--- src/rtl/mon_seq_pkg.sv ---
package mon_seq_pkg;
  typedef enum logic [1:0] {
    STAT_IDLE = 2'b00,
    STAT_OK   = 2'b01,
    STAT_BUSY = 2'b10,
    STAT_FAIL = 2'b11
  } stat_e;

  typedef enum logic [1:0] {
    CT_SINGLE = 2'b00,
    CT_SLOW   = 2'b01,
    CT_MID    = 2'b10,
    CT_FAST   = 2'b11
  } ctype_e;

  typedef enum logic [1:0] {
    SQ_IDLE,
    SQ_REQ,
    SQ_WAIT,
    SQ_HOLD
  } sq_state_e;

  localparam int FLAG_W = 6;
endpackage

--- src/rtl/mon_seq_interval.sv ---
module mon_seq_interval
  import mon_seq_pkg::*;
#(
  parameter int SLOW_CYC = 40,
  parameter int MID_CYC  = 24,
  parameter int FAST_CYC = 12,
  parameter int CW       = 9
) (
  input  ctype_e          ctype_i,
  input  logic [1:0]      rate_i,
  output logic [CW-1:0]   interval_o
);
  logic [CW-1:0] base;

  always_comb begin
    unique case (ctype_i)
      CT_SLOW: base = CW'(SLOW_CYC);
      CT_MID:  base = CW'(MID_CYC);
      default: base = CW'(FAST_CYC);
    endcase
    interval_o = base << rate_i;
  end
endmodule

--- src/rtl/mon_seq_capture.sv ---
module mon_seq_capture
  import mon_seq_pkg::*;
#(
  parameter int NBYTES = 4
) (
  input  logic                  clk,
  input  logic                  rst_n,
  input  logic                  clr_i,
  input  logic                  cap_en_i,
  input  logic [NBYTES*8-1:0]   data_i,
  input  logic [FLAG_W-1:0]     flags_i,
  output logic [NBYTES*8-1:0]   data_o,
  output logic [FLAG_W-1:0]     flags_o
);
  logic [FLAG_W-1:0] flags_q, flags_d;

  for (genvar b = 0; b < NBYTES; b++) begin : g_byte
    logic [7:0] byte_q, byte_d;
    always_comb begin
      byte_d = byte_q;
      if (clr_i)         byte_d = '0;
      else if (cap_en_i) byte_d = data_i[b*8 +: 8];
    end
    always_ff @(posedge clk or negedge rst_n) begin
      if (!rst_n) byte_q <= '0;
      else        byte_q <= byte_d;
    end
    assign data_o[b*8 +: 8] = byte_q;
  end

  always_comb begin
    flags_d = flags_q;
    if (clr_i)         flags_d = '0;
    else if (cap_en_i) flags_d = flags_i;
  end

  always_ff @(posedge clk or negedge rst_n) begin
    if (!rst_n) flags_q <= '0;
    else        flags_q <= flags_d;
  end

  assign flags_o = flags_q;
endmodule

--- src/rtl/mon_seq_fsm.sv ---
module mon_seq_fsm
  import mon_seq_pkg::*;
#(
  parameter int CW     = 9,
  parameter int WD_CYC = 16,
  localparam int WDW   = $clog2(WD_CYC + 1)
) (
  input  logic           clk,
  input  logic           rst_n,
  input  logic           soft_rst_i,
  input  logic           auto_go_i,
  input  logic           cmd_wr_i,
  input  logic [1:0]     cmd_type_i,
  input  logic           stat_rd_i,
  input  logic           dev_ack_i,
  input  logic           dev_err_i,
  input  logic [CW-1:0]  interval_i,
  output ctype_e         ctype_o,
  output logic           dev_req_o,
  output logic           cap_en_o,
  output logic           launch_o,
  output stat_e          stat_o
);
  sq_state_e       st_q, st_d;
  ctype_e          type_q, type_d;
  stat_e           code_q, code_d;
  logic [WDW-1:0]  wd_q, wd_d;
  logic [CW-1:0]   cnt_q, cnt_d;
  logic            boot_q, boot_d;

  always_comb begin
    st_d     = st_q;
    type_d   = type_q;
    code_d   = code_q;
    wd_d     = wd_q;
    cnt_d    = cnt_q;
    boot_d   = 1'b0;
    cap_en_o = 1'b0;
    launch_o = 1'b0;
    if (soft_rst_i) begin
      st_d   = SQ_IDLE;
      boot_d = 1'b1;
      wd_d   = '0;
      cnt_d  = '0;
    end else if (boot_q && auto_go_i) begin
      st_d     = SQ_REQ;
      type_d   = CT_FAST;
      wd_d     = '0;
      launch_o = 1'b1;
    end else begin
      unique case (st_q)
        SQ_IDLE: begin
          if (cmd_wr_i) begin
            st_d     = SQ_REQ;
            type_d   = ctype_e'(cmd_type_i);
            wd_d     = '0;
            launch_o = 1'b1;
          end
        end
        SQ_REQ: begin
          if (dev_err_i) begin
            st_d   = SQ_HOLD;
            code_d = STAT_FAIL;
          end else if (dev_ack_i) begin
            cap_en_o = 1'b1;
            if (type_q == CT_SINGLE) begin
              st_d   = SQ_HOLD;
              code_d = STAT_OK;
            end else begin
              st_d  = SQ_WAIT;
              cnt_d = interval_i - CW'(1);
            end
          end else if (wd_q == WDW'(WD_CYC - 1)) begin
            st_d   = SQ_HOLD;
            code_d = STAT_FAIL;
          end else begin
            wd_d = wd_q + WDW'(1);
          end
        end
        SQ_WAIT: begin
          if (cmd_wr_i && cmd_type_i == CT_SINGLE) begin
            st_d = SQ_IDLE;
          end else if (cnt_q == '0) begin
            st_d = SQ_REQ;
            wd_d = '0;
          end else begin
            cnt_d = cnt_q - CW'(1);
          end
        end
        default: begin
          if (stat_rd_i) st_d = SQ_IDLE;
        end
      endcase
    end
  end

  always_ff @(posedge clk or negedge rst_n) begin
    if (!rst_n) begin
      st_q   <= SQ_IDLE;
      type_q <= CT_SINGLE;
      code_q <= STAT_IDLE;
      wd_q   <= '0;
      cnt_q  <= '0;
      boot_q <= 1'b1;
    end else begin
      st_q   <= st_d;
      type_q <= type_d;
      code_q <= code_d;
      wd_q   <= wd_d;
      cnt_q  <= cnt_d;
      boot_q <= boot_d;
    end
  end

  always_comb begin
    unique case (st_q)
      SQ_IDLE: stat_o = STAT_IDLE;
      SQ_HOLD: stat_o = code_q;
      default: stat_o = STAT_BUSY;
    endcase
  end

  assign dev_req_o = (st_q == SQ_REQ);
  assign ctype_o   = type_q;
endmodule

--- src/rtl/mon_cmd_seq.sv ---
module mon_cmd_seq
  import mon_seq_pkg::*;
#(
  parameter int NBYTES   = 4,
  parameter int SLOW_CYC = 40,
  parameter int MID_CYC  = 24,
  parameter int FAST_CYC = 12,
  parameter int WD_CYC   = 16
) (
  input  logic                 clk,
  input  logic                 rst_n,
  input  logic                 soft_rst_i,
  input  logic                 auto_pin_i,
  input  logic                 mon_ctrl_i,
  input  logic                 cmd_wr_i,
  input  logic [1:0]           cmd_type_i,
  input  logic                 stat_rd_i,
  output logic [1:0]           stat_o,
  input  logic [1:0]           rate_cfg_i,
  input  logic                 indirect_i,
  input  logic [1:0]           rep_lane_i,
  output logic                 dev_req_o,
  output logic [1:0]           dev_lane_o,
  input  logic                 dev_ack_i,
  input  logic                 dev_err_i,
  input  logic [NBYTES*8-1:0]  dev_data_i,
  input  logic [5:0]           dev_flags_i,
  output logic [NBYTES*8-1:0]  mon_data_o,
  output logic [5:0]           warn_o
);
  localparam int CW = $clog2((SLOW_CYC << 3) + 1);

  logic [1:0]    rst_sync_q;
  logic          rst_s;
  ctype_e        ctype;
  logic [CW-1:0] interval;
  logic          cap_en, launch;
  stat_e         stat;
  logic [1:0]    lane_q, lane_d;

  always_ff @(posedge clk or negedge rst_n) begin
    if (!rst_n) rst_sync_q <= 2'b00;
    else        rst_sync_q <= {rst_sync_q[0], 1'b1};
  end
  assign rst_s = rst_sync_q[1];

  mon_seq_interval #(
    .SLOW_CYC(SLOW_CYC), .MID_CYC(MID_CYC), .FAST_CYC(FAST_CYC), .CW(CW)
  ) u_interval (
    .ctype_i(ctype), .rate_i(rate_cfg_i), .interval_o(interval)
  );

  mon_seq_fsm #(.CW(CW), .WD_CYC(WD_CYC)) u_fsm (
    .clk(clk), .rst_n(rst_s), .soft_rst_i(soft_rst_i),
    .auto_go_i(auto_pin_i & mon_ctrl_i),
    .cmd_wr_i(cmd_wr_i), .cmd_type_i(cmd_type_i), .stat_rd_i(stat_rd_i),
    .dev_ack_i(dev_ack_i), .dev_err_i(dev_err_i), .interval_i(interval),
    .ctype_o(ctype), .dev_req_o(dev_req_o), .cap_en_o(cap_en),
    .launch_o(launch), .stat_o(stat)
  );

  mon_seq_capture #(.NBYTES(NBYTES)) u_capture (
    .clk(clk), .rst_n(rst_s), .clr_i(soft_rst_i), .cap_en_i(cap_en),
    .data_i(dev_data_i), .flags_i(dev_flags_i),
    .data_o(mon_data_o), .flags_o(warn_o)
  );

  always_comb begin
    lane_d = lane_q;
    if (launch) lane_d = indirect_i ? rep_lane_i : 2'd0;
  end

  always_ff @(posedge clk or negedge rst_s) begin
    if (!rst_s) lane_q <= 2'd0;
    else        lane_q <= lane_d;
  end

  assign dev_lane_o = lane_q;
  assign stat_o     = stat;
endmodule

--- config.mk ---
export PLATFORM = sky130hd
export DESIGN_NAME = mon_cmd_seq
export DESIGN_NICKNAME = d
export VERILOG_FILES = /design/src/rtl/mon_seq_pkg.sv /design/src/rtl/mon_seq_interval.sv /design/src/rtl/mon_seq_capture.sv /design/src/rtl/mon_seq_fsm.sv /design/src/rtl/mon_cmd_seq.sv
export SDC_FILE = /design/constraint.sdc
export NUM_CORES = 1
export LEC_CHECK = 0
export BUFFER_PORTS_ARGS = -buffer_cell sky130_fd_sc_hd__buf_2
export CORE_MARGIN = 2
export CORE_UTILIZATION = 45
export CTS_CLUSTER_SIZE = 28
export DETAILED_ROUTE_END_ITERATION = 10
export PLACE_DENSITY = 0.73
export SYNTH_ARGS = -nofsm -noshare
export SYNTH_HDL_FRONTEND = slang
export SYNTH_SLANG_ARGS = --single-unit
export TNS_END_PERCENT = 100
--- constraint.sdc ---
create_clock -name clk -period 2.1 [get_ports clk]
set_input_delay 0 -clock clk [delete_from_list [all_inputs] [get_ports clk]]
set_output_delay 0 -clock clk [all_outputs]
set_load 0.01 [all_outputs]
======== Yosys cells after proc, flatten, opt, wreduce, memory -nomap -nowiden ========
Cells that the tools add are included.
storage, ports and cells
  bits in registers ....................... 63
  bits of input ports ..................... 54
  output and inout port bits .............. 43
  logic and storage cells ................. 116
operators by class
  add/sub/neg operators ................... 3
  equal/unequal tests ..................... 21
  shift-type cells ........................ 1
  muxes and demuxes ....................... 57
  bitwise logic cells ..................... 3
  reductions and logical operators ........ 18
operators by type and width
  cell                                              number
  two-way mux 8 bit                                 8
  two-way mux 9 bit                                 7
  two-way mux 5 bit                                 8
  two-way mux 2 bit                                 16
  != test 4 x 3 -> 1 bit, second input constant     5
  case mux 9 bit (2 select lines)                   1
  subtractor 9 x 1 -> 9 bit, second input constant  2
  case mux 5 bit (3 select lines)                   1
  AND reduction 7 bit                               2
  two-way mux 6 bit                                 2
  != test 3 bit, second input constant              4
  case mux 6 bit (2 select lines)                   1
  two-way mux 1 bit                                 11
  logical NOT 9 bit                                 1
  left shift 6 x 2 -> 9 bit                         1
  == test 2 bit, second input constant              3
  logical NOT 2 bit                                 3
  != test 6 x 2 -> 1 bit, second input constant     1
  case mux 2 bit (3 select lines)                   1
  nonzero test 2 bit                                3
  nonzero test 3 bit                                2
  nonzero test 6 bit                                1
  adder 5 x 1 -> 5 bit, second input constant       1
  == test 5 x 4 -> 1 bit, second input constant     1
  other kinds (14)                                  17

======== Logic depth before layout (Yosys ltp) ========
Gate-level depths: netlist of run 1.
  depth after elaboration ................. 10
  mapped depth ............................ 9
  gate-level depth less buffers ........... 8

======== Modules after synthesis ========
From an unflattened synthesis of run 1, not the netlist that was laid out.
unflattened totals
  cells, all modules ...................... 333
  area, all modules ....................... 3319.4 µm²
modules (own cells, without submodules)
  module            instances  cells each  area each (µm²)  seq. area each (µm²)
  mon_seq_capture   1          122         1549.0           950.9
  mon_seq_fsm       1          178         1501.4           526.8
  mon_cmd_seq       1          12          137.6            100.1
  mon_seq_interval  1          21          131.4            0.0

======== Worst setup path before layout of run 1 ========
Ideal clock, no wire load.
  path type ............................... register -> register
  start ................................... register u_fsm.wd_q[0]
  end ..................................... register u_fsm.wd_q[4]
  setup time .............................. 0.127 ns
  arrival time ............................ 2.287 ns
  data required time ...................... 1.973 ns
  setup slack ............................. -0.314 ns
  stages on the path, launching flop included .. 10
  buffers on the path ..................... 1
  clock period less this slack ............ 2.414 ns
  cell sequence ........................... dfrtp_1 ha_1 and3_1 ha_1 or4_1 clkbuf_1 a21oi_1 o21ai_2 nand2_1 mux2_1
on the way
  word-level cells in the longest chain between the ends .. 7
  elaborated cells on any way between the ends .. 10
  classes of those cells .................. 1 x add/sub; 2 x eq/ne; 6 x mux; 1 x reduce/logical
RTL lines
  item                             RTL line            RTL
  from (decl)                      mon_seq_fsm.sv:27   logic [WDW-1:0] wd_q, wd_d;
  from (signal assigned)           mon_seq_fsm.sv:109  wd_q <= wd_d;
  adder 5 x 1 -> 5 bit             mon_seq_fsm.sv:77   wd_d = wd_q + WDW'(1);
  two-way mux 5 bit                mon_seq_fsm.sv:73   end else if (wd_q == WDW'(WD_CYC - 1)) begin
  two-way mux 5 bit                mon_seq_fsm.sv:64   end else if (dev_ack_i) begin
  two-way mux 5 bit                mon_seq_fsm.sv:61   if (dev_err_i) begin
  case mux 5 bit (3 select lines)  mon_seq_fsm.sv:51   unique case (st_q)
  two-way mux 5 bit                mon_seq_fsm.sv:45   end else if (boot_q && auto_go_i) begin
  two-way mux 5 bit                mon_seq_fsm.sv:40   if (soft_rst_i) begin
Several ways; a longest one is shown, not always the timed one. The select of a mux whose other input is x is not followed.
A chain may end at the register's enable or synchronous reset.

======== Worst setup path in the final report of run 1 ========
  start ................................... register u_fsm.wd_q[1]
  end ..................................... register u_fsm.wd_q[4]
Same word-level chain as after synthesis.

==> results of run 1 <==
==> stage by stage <==
stage	cells	setup WS, ns	hold slack [ns]	power, mW	util
after floorplan	351	-0.0122	-0.296	1.78	-
after global placement	536	0.0303	-0.213	1.99	0.564
after detailed placement	536	0.00821	-0.212	2.00	0.564
after CTS	601	0.0174	0.0621	3.22	0.667
after global routing	603	-0.0566	0.0930	3.37	0.670
final	603	0.0202	0.0697	3.21	0.670
==> worst min-delay path by stage <==
stage	startpoint	end	slack (ns)	depth (start not counted)
after floorplan	rst_n	rst_sync_q[0]	-0.30	0
after global placement	rst_n	rst_sync_q[0]	-0.21	1
after detailed placement	rst_n	rst_sync_q[0]	-0.21	1
after CTS	dev_ack_i	u_fsm.code_q[1]	0.06	3
after global routing	dev_ack_i	u_fsm.code_q[1]	0.09	3
final	dev_ack_i	u_fsm.code_q[1]	0.07	3
==> Yosys cell counts (2+ instances only) <==
| cell type | instances |
|---|---|
| clkbuf_1 | 10 |
| xnor2_1 | 3 |
| nand2_1 | 89 |
| inv_1 | 13 |
| mux2i_1 | 5 |
| o31ai_1 | 2 |
| and3_1 | 5 |
| a32o_1 | 2 |
| nand3b_1 | 2 |
| xor2_1 | 2 |
| nor3_1 | 7 |
| buf_2 | 9 |
| a21oi_1 | 49 |
| o21ai_0 | 11 |
| dfrtp_1 | 62 |
| or4_1 | 3 |
| nor2_1 | 19 |
| buf_6 | 2 |
| or3_1 | 4 |
| nand3_1 | 7 |
| a21oi_2 | 2 |
| a22o_1 | 7 |
| ha_1 | 7 |
| a31oi_1 | 2 |
==> cell families after synthesis <==
group	after synthesis
fa+ha+maj	7
flops	63
xor+xnor	5
mux	7
other cells	1
buf+inv	34
compound gates	88
simple gates	146
==> registers in the layout, summed over array words and instances, names as in the netlist, 2 cells and up <==
name,count
u_capture.g_byte.byte_q,32
u_fsm.cnt_q,9
u_capture.flags_o,6
u_fsm.wd_q,5
dev_lane_o,2
rst_sync_q,2
u_fsm.code_q,2
u_fsm.ctype_o,2
u_fsm.st_q,2
==> power groups by stage <==
stage               registers, mW  clock network [mW]  logic (mW)
floorplan                    1.37                   0       0.414
global placement             1.35                   0       0.635
detailed placement           1.36                   0       0.647
CTS                          1.33                1.17       0.722
global route                 1.34                1.22       0.807
finish                       1.33                1.14       0.736
==> what timing repair did <==
item                                   in CTS  in global routing
gates cloned                                0                  0
pin swaps                                   0                  1
setup endpoints to repair                   1                  8
gates resized for setup                     1                  2
endpoints found under the hold margin      47                  0
buffers inserted                            0                  2
hold buffers                               49                  0
==> worst max-delay path: stages (launching register included) <==
cell and delay [ns]:
dfrtp_1 0.39, ha_2 0.20, and3_4 0.16, ha_4 0.16, or4_4 0.43, a21oi_2 0.14
o21ai_2 0.09, nand2_2 0.11, mux2_4 0.29
==> area by class of cell <==
class / count / area, sq um / share of cell area
Sequential cell: 63 / 1580 / 0.345
Timing Repair Buffer: 161 / 1120 / 0.245
Clock inverter: 6 / 85.1 / 0.0186
Clock buffer: 10 / 128 / 0.0279
Multi-Input combinational cell: 254 / 1500 / 0.327
Tap cell: 96 / 120 / 0.0262
Inverter: 13 / 48.8 / 0.0107
==> routing by layer <==
layer	vias up	GRT usage	wire length (microns)
li1	1502	-	-
met1	1488	0.298	3650
met2	83	0.396	4620
met3	20	0.0490	340
met4	0	0.0992	253
met5	-	0	0
==> impl_metrics.toml, run 1 <==
[clock_tree]
cts_tree = "done"
cts_buffers = 9
clk_transition_reported_paths_ns = 0.07
clk_path_buf_depth = 2
cts_num_sinks = 63
htreeDepth = 3
cts_root_buffer = "clkbuf_8"
insertion_delay_ns = 0.34

[power_and_ir_drop]
irDropWorstVdd_mv = 0.517
switching_share = 0.287
p_comb_frac = 0.229
power_density_nw_per_um2 = 701
clock_power_share = 0.355
p_seq_frac = 0.416
internal-power_mw = 2.29
p_sw_uw = 921
p_leak_nw = 2.20

[sta]
rsz0062_at_grt = "true"
hold_viol = 0
fmax_mhz = 481
post-route-period-util = 0.990
tightest_slew_ns = 0.648
skew_ns = 0.00853
tns_ns = 0
maxSlewHeadroom = 0.568
slew_violations = 0
setup_viol = 0
finalCriticalPeriod_ns = 2.08

[finish]
area_delta_synth_final_pct = 43.6
layout-drive-gt1-share = 0.300
n_antenna_cell = 0
finalInstanceArea_sq_um = 4580
n_fill_cell = 565
final_common_cell = "buf_2"
num-nets-final = 563
most-common-layout-cells = "buf_2, nand2_1, dfrtp_1"

[logic_synthesis]
yosysWarnings = 0
synth_cells = 351
ys_seq_elements = 63
syn_avg_cell_area_sq_um = 9.09
synth_top_family_by_area = "simple AND/OR/NAND/NOR gates"
synth_top_cell_area_share = 0.486
synth_ff_type = "dfrtp_1"
synth_edf_count = 0
synth_compound_area_frac = 0.179
yosysSeqAreaShare = 0.495
synth_nets = 412
synth_area_leaders = "dfrtp_1, nand2_1, a21oi_1"
synthSimpleGateAreaFrac = 0.212
synthArstFlopShare = 1.00
yosys-mux-area-fraction = 0.0239
yosysTopAreaCell = "dfrtp_1"
synth_cell_types = 51
synthAdderAreaFrac = 0.0275
synth_xor_area_frac = 0.0137
syn_area_sq_um = 3190

[worst_setup_path]
reg2reg_depth = 8
critPathCaptureType = "register"
critPathKind = "register to register"
cp.arrival_ns = 2.31
critPathLaunchType = "register"
regToRegSetupSlack_ns = 0.02
r2r_end = "u_fsm.wd_q[4]"
crit_path_end = "u_fsm.wd_q[4]"
cp_max_fo = 3
crit_required_ns = 2.33
timing.rr.start = "u_fsm.wd_q[1]"
critPathLaunch = "u_fsm.wd_q[1]"

[hold_path]
hp-class = "input pin to register"

[drt]
wirelength_microns = 8860
post_drt_wl_per_cell_microns = 14.7
vias = 3093
route.antenna.remaining_nets = 0
drt_first_pass_iters = 4
drt-vias-per-instance = 5.13
initialDrtViolationCount = 217
drc = 0

[global_route]
track_usage = 0.236
antenna_found_initial = 0
grt_pass1_vias = 3099
grt_pass1_wl_microns = 14200
grt_max_degree = 40
grt_overflow = 0

[place]
hpwlAfterDp_microns = 5680
port_buffers = 96
placed_area_sq_um = 3850
place_congestion = 0.899

[floorplan]
die_width_microns = 88.2
ios = 97
core_area_sq_um = 6830
rows = 30
die_h_microns = 88.2
design.die.area_sq_um = 7780
initial_core_util = 0.467

[run]
maxCapViolations = 0

[status]
outcome = "complete, no violations"
Power figures use the tool's default switching activity.
==> inputs of run 2 (changes only) <==
- CORE_ASPECT_RATIO: not set -> 1.75
==> impl_metrics.toml, run 2 (synthesized netlist as in run 1, its figures left out) <==
[drt]
vias = 3169
wirelength_met1_microns = 3320
post_drt_wl_per_cell_microns = 15.3
wirelength_microns = 9100
initialDrtViolationCount = 192
drc = 0
wl_met2_microns = 5020
drt_first_pass_iters = 4
dr_wl_met3_microns = 426
drt-vias-per-instance = 5.33
dr.max_layer_used = "met4"
route.antenna.remaining_nets = 0

[power_and_ir_drop]
p_sw_uw = 941
p_seq_frac = 0.373
clock_power_share = 0.417
irDropWorstVdd_mv = 0.523
internal-power_mw = 2.65
power_density_nw_per_um2 = 764
p_comb_frac = 0.209
switching_share = 0.262
power.total_mw = 3.59
p_leak_nw = 2.27

[global_route]
antenna_found_initial = 0
grt_pass1_vias = 3193
grt_pass1_wl_microns = 14400
grt_max_degree = 41
track_usage = 0.246
grt_overflow = 0

[floorplan]
initial_core_util = 0.465
design.die.area_sq_um = 7800
core_area_sq_um = 6860
rows = 40
die_h_microns = 115
ios = 97
die_width_microns = 67.6

[sta]
maxSlewHeadroom = 0.659
slew_violations = 0
skew_ns = 0.00293
tns_ns = 0
fmax_mhz = 485
setup_ws_ns = 0.0389
finalCriticalPeriod_ns = 2.06
hold_viol = 0
rsz0062_at_grt = "true"
setup_viol = 0
tightest_slew_ns = 0.512
post-route-period-util = 0.981

[clock_tree]
cts_tree = "done"
cts_num_sinks = 63
cts_buffers = 9
htreeDepth = 3
clk_path_buf_depth = 2
insertion_delay_ns = 0.32
clk_transition_reported_paths_ns = 0.05
cts_root_buffer = "clkbuf_16"

[finish]
regMostFlops = "u_capture.g_byte.byte_q"
largest_reg_flops = 32
final-seq-area_sq_um = 1580
multi_input_area_sq_um = 1500
layout-drive-gt1-share = 0.307
final_common_cell = "buf_2"
n_fill_cell = 526
n_antenna_cell = 0
finalInstanceArea_sq_um = 4700
area_delta_synth_final_pct = 47.2
num-nets-final = 567
most-common-layout-cells = "buf_2, nand2_1, dfrtp_1"

[worst_setup_path]
critPathLaunchType = "register"
timing.rr.start = "u_fsm.wd_q[1]"
critPathKind = "register to register"
critPathLaunch = "u_fsm.wd_q[1]"
crit_required_ns = 2.31
cp.arrival_ns = 2.27
cp_max_fo = 3
critPathCaptureType = "register"

[place]
port_buffers = 96
post-place-ws_ns = -0.00420
hpwlAfterDp_microns = 5840
placed_area_sq_um = 3870
place_congestion = 0.874

[hold_path]
hp-class = "input pin to register"
hp-start = "dev_ack_i"

[run]
maxCapViolations = 0

[status]
outcome = "complete, no violations"
-- run 2: changes by cell type in the layout (fill, tap and decap cells not counted), sizes merged --
cell         previous run  this run
dlygate4sd3            49        50
buf                   112       115
clkbuf                 10        13
bufinv                  2         1
clkinvlp                2         0
-- run 2: through the flow --
| step | hold WS [ns] | instances | util |
|---|---|---|---|
| floorplan | -0.296 | 351 | - |
| global placement | -0.209 | 528 | 0.564 |
| detailed placement | -0.206 | 528 | 0.564 |
| CTS | 0.0808 | 594 | 0.683 |
| global route | 0.112 | 595 | 0.685 |
| finish | 0.105 | 595 | 0.685 |
-- run 2: cell type report --
cell class                 count  area share
tap                           84      0.0224
timing repair buffer         165       0.245
clock buffer                  13      0.0576
clock inverter                 3     0.00853
sequential                    63       0.336
inverter                      13      0.0104
multi-input combinational    254       0.320
-- run 2: per-layer routing --
| layer | vias up | track usage |
|---|---|---|
| li1 | 1511 | - |
| met3 | 31 | 0.0538 |
| met5 | - | 0 |
| met1 | 1529 | 0.250 |
| met4 | 0 | 0.137 |
| met2 | 98 | 0.446 |
-- run 2: worst paths after layout --
path | end | slack (ns) | cells past startpoint
setup / recovery | u_fsm.wd_q[4] | 0.04 | 8
hold / removal | u_fsm.code_q[1] | 0.10 | 3
hold reg to reg | u_capture.g_byte[0].byte_q[0] | 0.24 | 0
setup reg to reg | u_fsm.wd_q[4] | 0.04 | 8
min in group asynchronous | u_capture.g_byte[0].byte_q[0] | 0.24 | 0
max in group asynchronous | u_capture.flags_o[4] | 1.28 | 1
-- run 2: what timing repair did --
| item | 4_1_cts | 5_1_grt |
|---|---|---|
| endpoints found under the hold margin | 47 | 0 |
| pin swaps | 0 | 1 |
| buffers inserted | 0 | 1 |
| endpoints found under the setup margin | 1 | 4 |
| gates resized for setup | 1 | 3 |
| hold buffers | 50 | 0 |
-- run 2: power by group through the flow --
stage	clock, mW	sequential [mW]	combinational [mW]
4_1_cts	1.54	1.34	0.741
3_3_place_gp	0	1.35	0.653
2_1_floorplan	0	1.37	0.414
5_1_grt	1.58	1.35	0.833
3_5_place_dp	0	1.36	0.665
6_report	1.50	1.34	0.752
-- run 2: worst max-delay path, stage by stage, from the launching register on --
cell     delay [ns]
dfrtp_1        0.38
ha_2           0.20
and3_4         0.16
ha_4           0.16
or4_4          0.43
a21oi_2        0.15
o21ai_2        0.08
nand2_2        0.09
mux2_4         0.29
==> inputs of run 3 (changes only) <==
- ABC_AREA: not set -> 1
- PLACE_DENSITY: 0.73 -> 0.72
==> impl_metrics.toml, run 3 <==
[finish]
n_fill_cell = 634
most-common-layout-cells = "buf_2, nand2_1, inv_1, dfrtp_1, dlygate4sd3_1"
largest_reg_flops = 32
layout-drive-gt1-share = 0.341
num-nets-final = 605
finalInstanceArea_sq_um = 4730
regMostFlops = "u_capture.g_byte.byte_q"
area_delta_synth_final_pct = 37.1
final_common_cell = "buf_2"
n_antenna_cell = 0

[floorplan]
initial_core_util = 0.459
rows = 42
die_width_microns = 70.2
design.die.area_sq_um = 8410
die_h_microns = 120
ios = 97
core_area_sq_um = 7510

[global_route]
grt_overflow = 0
grt_pass1_wl_microns = 14700
antenna_found_initial = 0
grt_max_degree = 45
grt_pass1_vias = 3343
track_usage = 0.221

[worst_setup_path]
cp_max_fo = 7
critPathKind = "register to register"
cp.arrival_ns = 2.01
regToRegSetupSlack_ns = 0.30
crit_required_ns = 2.30
timing.rr.start = "u_fsm.st_q[1]"
r2r_end = "u_fsm.cnt_q[8]"
critPathCaptureType = "register"
critPathLaunchType = "register"
reg2reg_depth = 10

[power_and_ir_drop]
p_sw_mw = 1.19
clock_power_share = 0.349
p_leak_nw = 2.57
p_seq_frac = 0.385
p_comb_frac = 0.266
switching_share = 0.321
internal-power_mw = 2.51
power_density_nw_per_um2 = 783
irDropWorstVdd_mv = 0.615

[clock_tree]
clk_transition_reported_paths_ns = 0.05
htreeDepth = 3
cts_root_buffer = "clkbuf_16"
cts_buffers = 9
cts_setup_buffers = 0
cts_num_sinks = 63
clk_path_buf_depth = 2
insertion_delay_ns = 0.32
cts_tree = "done"

[logic_synthesis]
synth_edf_count = 0
synth_commonest_cells = "nand2_1, dfrtp_1, inv_1, nand3_1, nor2_1"
synth_top_cell_area_share = 0.450
syn_area_sq_um = 3450
yosysSeqAreaShare = 0.457
yosysTopAreaCell = "dfrtp_1"
synth_area_leaders = "dfrtp_1, nand2_1, inv_1"
syn_avg_cell_area_sq_um = 8.62
synth_cell_types = 39
yosysMostFrequentCell = "nand2_1"
synth_cells = 400
synth_ff_type = "dfrtp_1"
synth_nets = 461
yosysWarnings = 0
ys_seq_elements = 63
synthArstFlopShare = 1.00

[sta]
slew_violations = 0
finalCriticalPeriod_ns = 1.80
tns_ns = 0
rsz0062_at_grt = "false"
fmax_mhz = 555
post-route-period-util = 0.859
hold_viol = 0
setup_viol = 0
skew_ns = 0.00760
hold_slack_ns = 0.0379
tightest_slew_ns = 0.635
maxSlewHeadroom = 0.577
setup_ws_ns = 0.297

[drt]
drc = 0
wirelength_microns = 8800
post_drt_wl_per_cell_microns = 13.8
drt_first_pass_iters = 4
initialDrtViolationCount = 151
drt-vias-per-instance = 4.88
vias = 3110
route.antenna.remaining_nets = 0

[hold_path]
hp-start = "dev_err_i"
hold_depth = 3
min_to = "u_fsm.code_q[1]"
hp-class = "input pin to register"

[status]
outcome = "complete, no violations"

[place]
place_congestion = 0.876
port_buffers = 96
placed_area_sq_um = 4010
hpwlAfterDp_microns = 5800
post-place-ws_ns = 0.297

[run]
maxCapViolations = 0
[run 3: changes by cell type after synthesis, sizes merged, moves of 10 or more]
cell    delta
clkbuf    -10
a21oi     -50
nand2     -13
inv       +58
o21ai     +44
nand3     +57
[run 3: repair_timing]
| item | CTS | global route |
|---|---|---|
| gates resized for setup | 0 | 0 |
| endpoints found under the hold margin | 45 | 0 |
| hold buffers | 46 | 0 |
[run 3: cells by family (layout without fill, tap and decap cells)]
kind of cell | after synthesis | in the layout | share of synthesized area
xor gates and xnor gates | 4 | 4 | 0.0102
adders and majority gates | 7 | 7 | 0.0254
AOI/OAI and AO/OA | 64 | 64 | 0.118
other | 1 | 1 | 0.00109
buffers and inverters | 85 | 234 | 0.109
DFF | 63 | 63 | 0.457
and+or+nand+nor | 176 | 176 | 0.279
[run 3: layout make-up]
| cell class | count | area (sq um) | area share |
|---|---|---|---|
| Clock buffer | 11 | 233 | 0.0492 |
| Clock inverter | 5 | 25.0 | 0.00529 |
| Inverter | 71 | 269 | 0.0569 |
| Multi-Input combinational cell | 252 | 1500 | 0.317 |
| Sequential cell | 63 | 1580 | 0.334 |
| Tap cell | 88 | 110 | 0.0233 |
| Timing Repair Buffer | 147 | 1020 | 0.215 |
[run 3: how the worst max path moves through the flow]
stage / start / end / slack (ns) / depth (start not counted)
floorplan: rst_sync_q[1] / dev_lane_o[0] / 0.22 / 0
global placement: u_fsm.wd_q[0] / u_fsm.wd_q[3] / 0.35 / 11
detailed placement: u_fsm.st_q[1] / u_fsm.cnt_q[8] / 0.30 / 10
CTS: u_fsm.st_q[1] / u_fsm.cnt_q[8] / 0.28 / 10
global route: u_fsm.ctype_o[1] / u_fsm.cnt_q[8] / 0.09 / 11
finish: u_fsm.st_q[1] / u_fsm.cnt_q[8] / 0.30 / 10
[run 3: power groups by stage]
stage               clock network, mW  logic [mW]  registers (mW)
global placement                    0       0.895            1.44
detailed placement                  0       0.916            1.45
global route                     1.37        1.12            1.44
CTS                              1.33       0.987            1.43
finish                           1.29       0.986            1.43
floorplan                           0       0.637            1.45
[run 3: per-stage QoR]
step / util / instances / power, mW
after floorplan: - / 400 / 2.09
after global placement: 0.534 / 575 / 2.33
after detailed placement: 0.534 / 575 / 2.36
after CTS: 0.630 / 637 / 3.74
final: 0.630 / 637 / 3.70
after global routing: 0.630 / 637 / 3.93
[run 3: metal layers]
metal / GRT usage / share of wire / vias up
met3: 0.0504 / 0.041 / 12
met5: 0 / 0 / -
met4: 0.102 / 0.013 / 0
met1: 0.235 / 0.38 / 1445
li1: - / - / 1562
met2: 0.405 / 0.56 / 91
[run 3: worst max-delay path, stage by stage (launching register included)]
cell and delay [ns]:
dfrtp_1 0.59, inv_2 0.12, nor2_4 0.16, nand2_1 0.10, ha_1 0.24, nand3_1 0.14
nor2_4 0.06, nand3_1 0.08, nand2_1 0.05, nand3_1 0.07, nand2_1 0.06
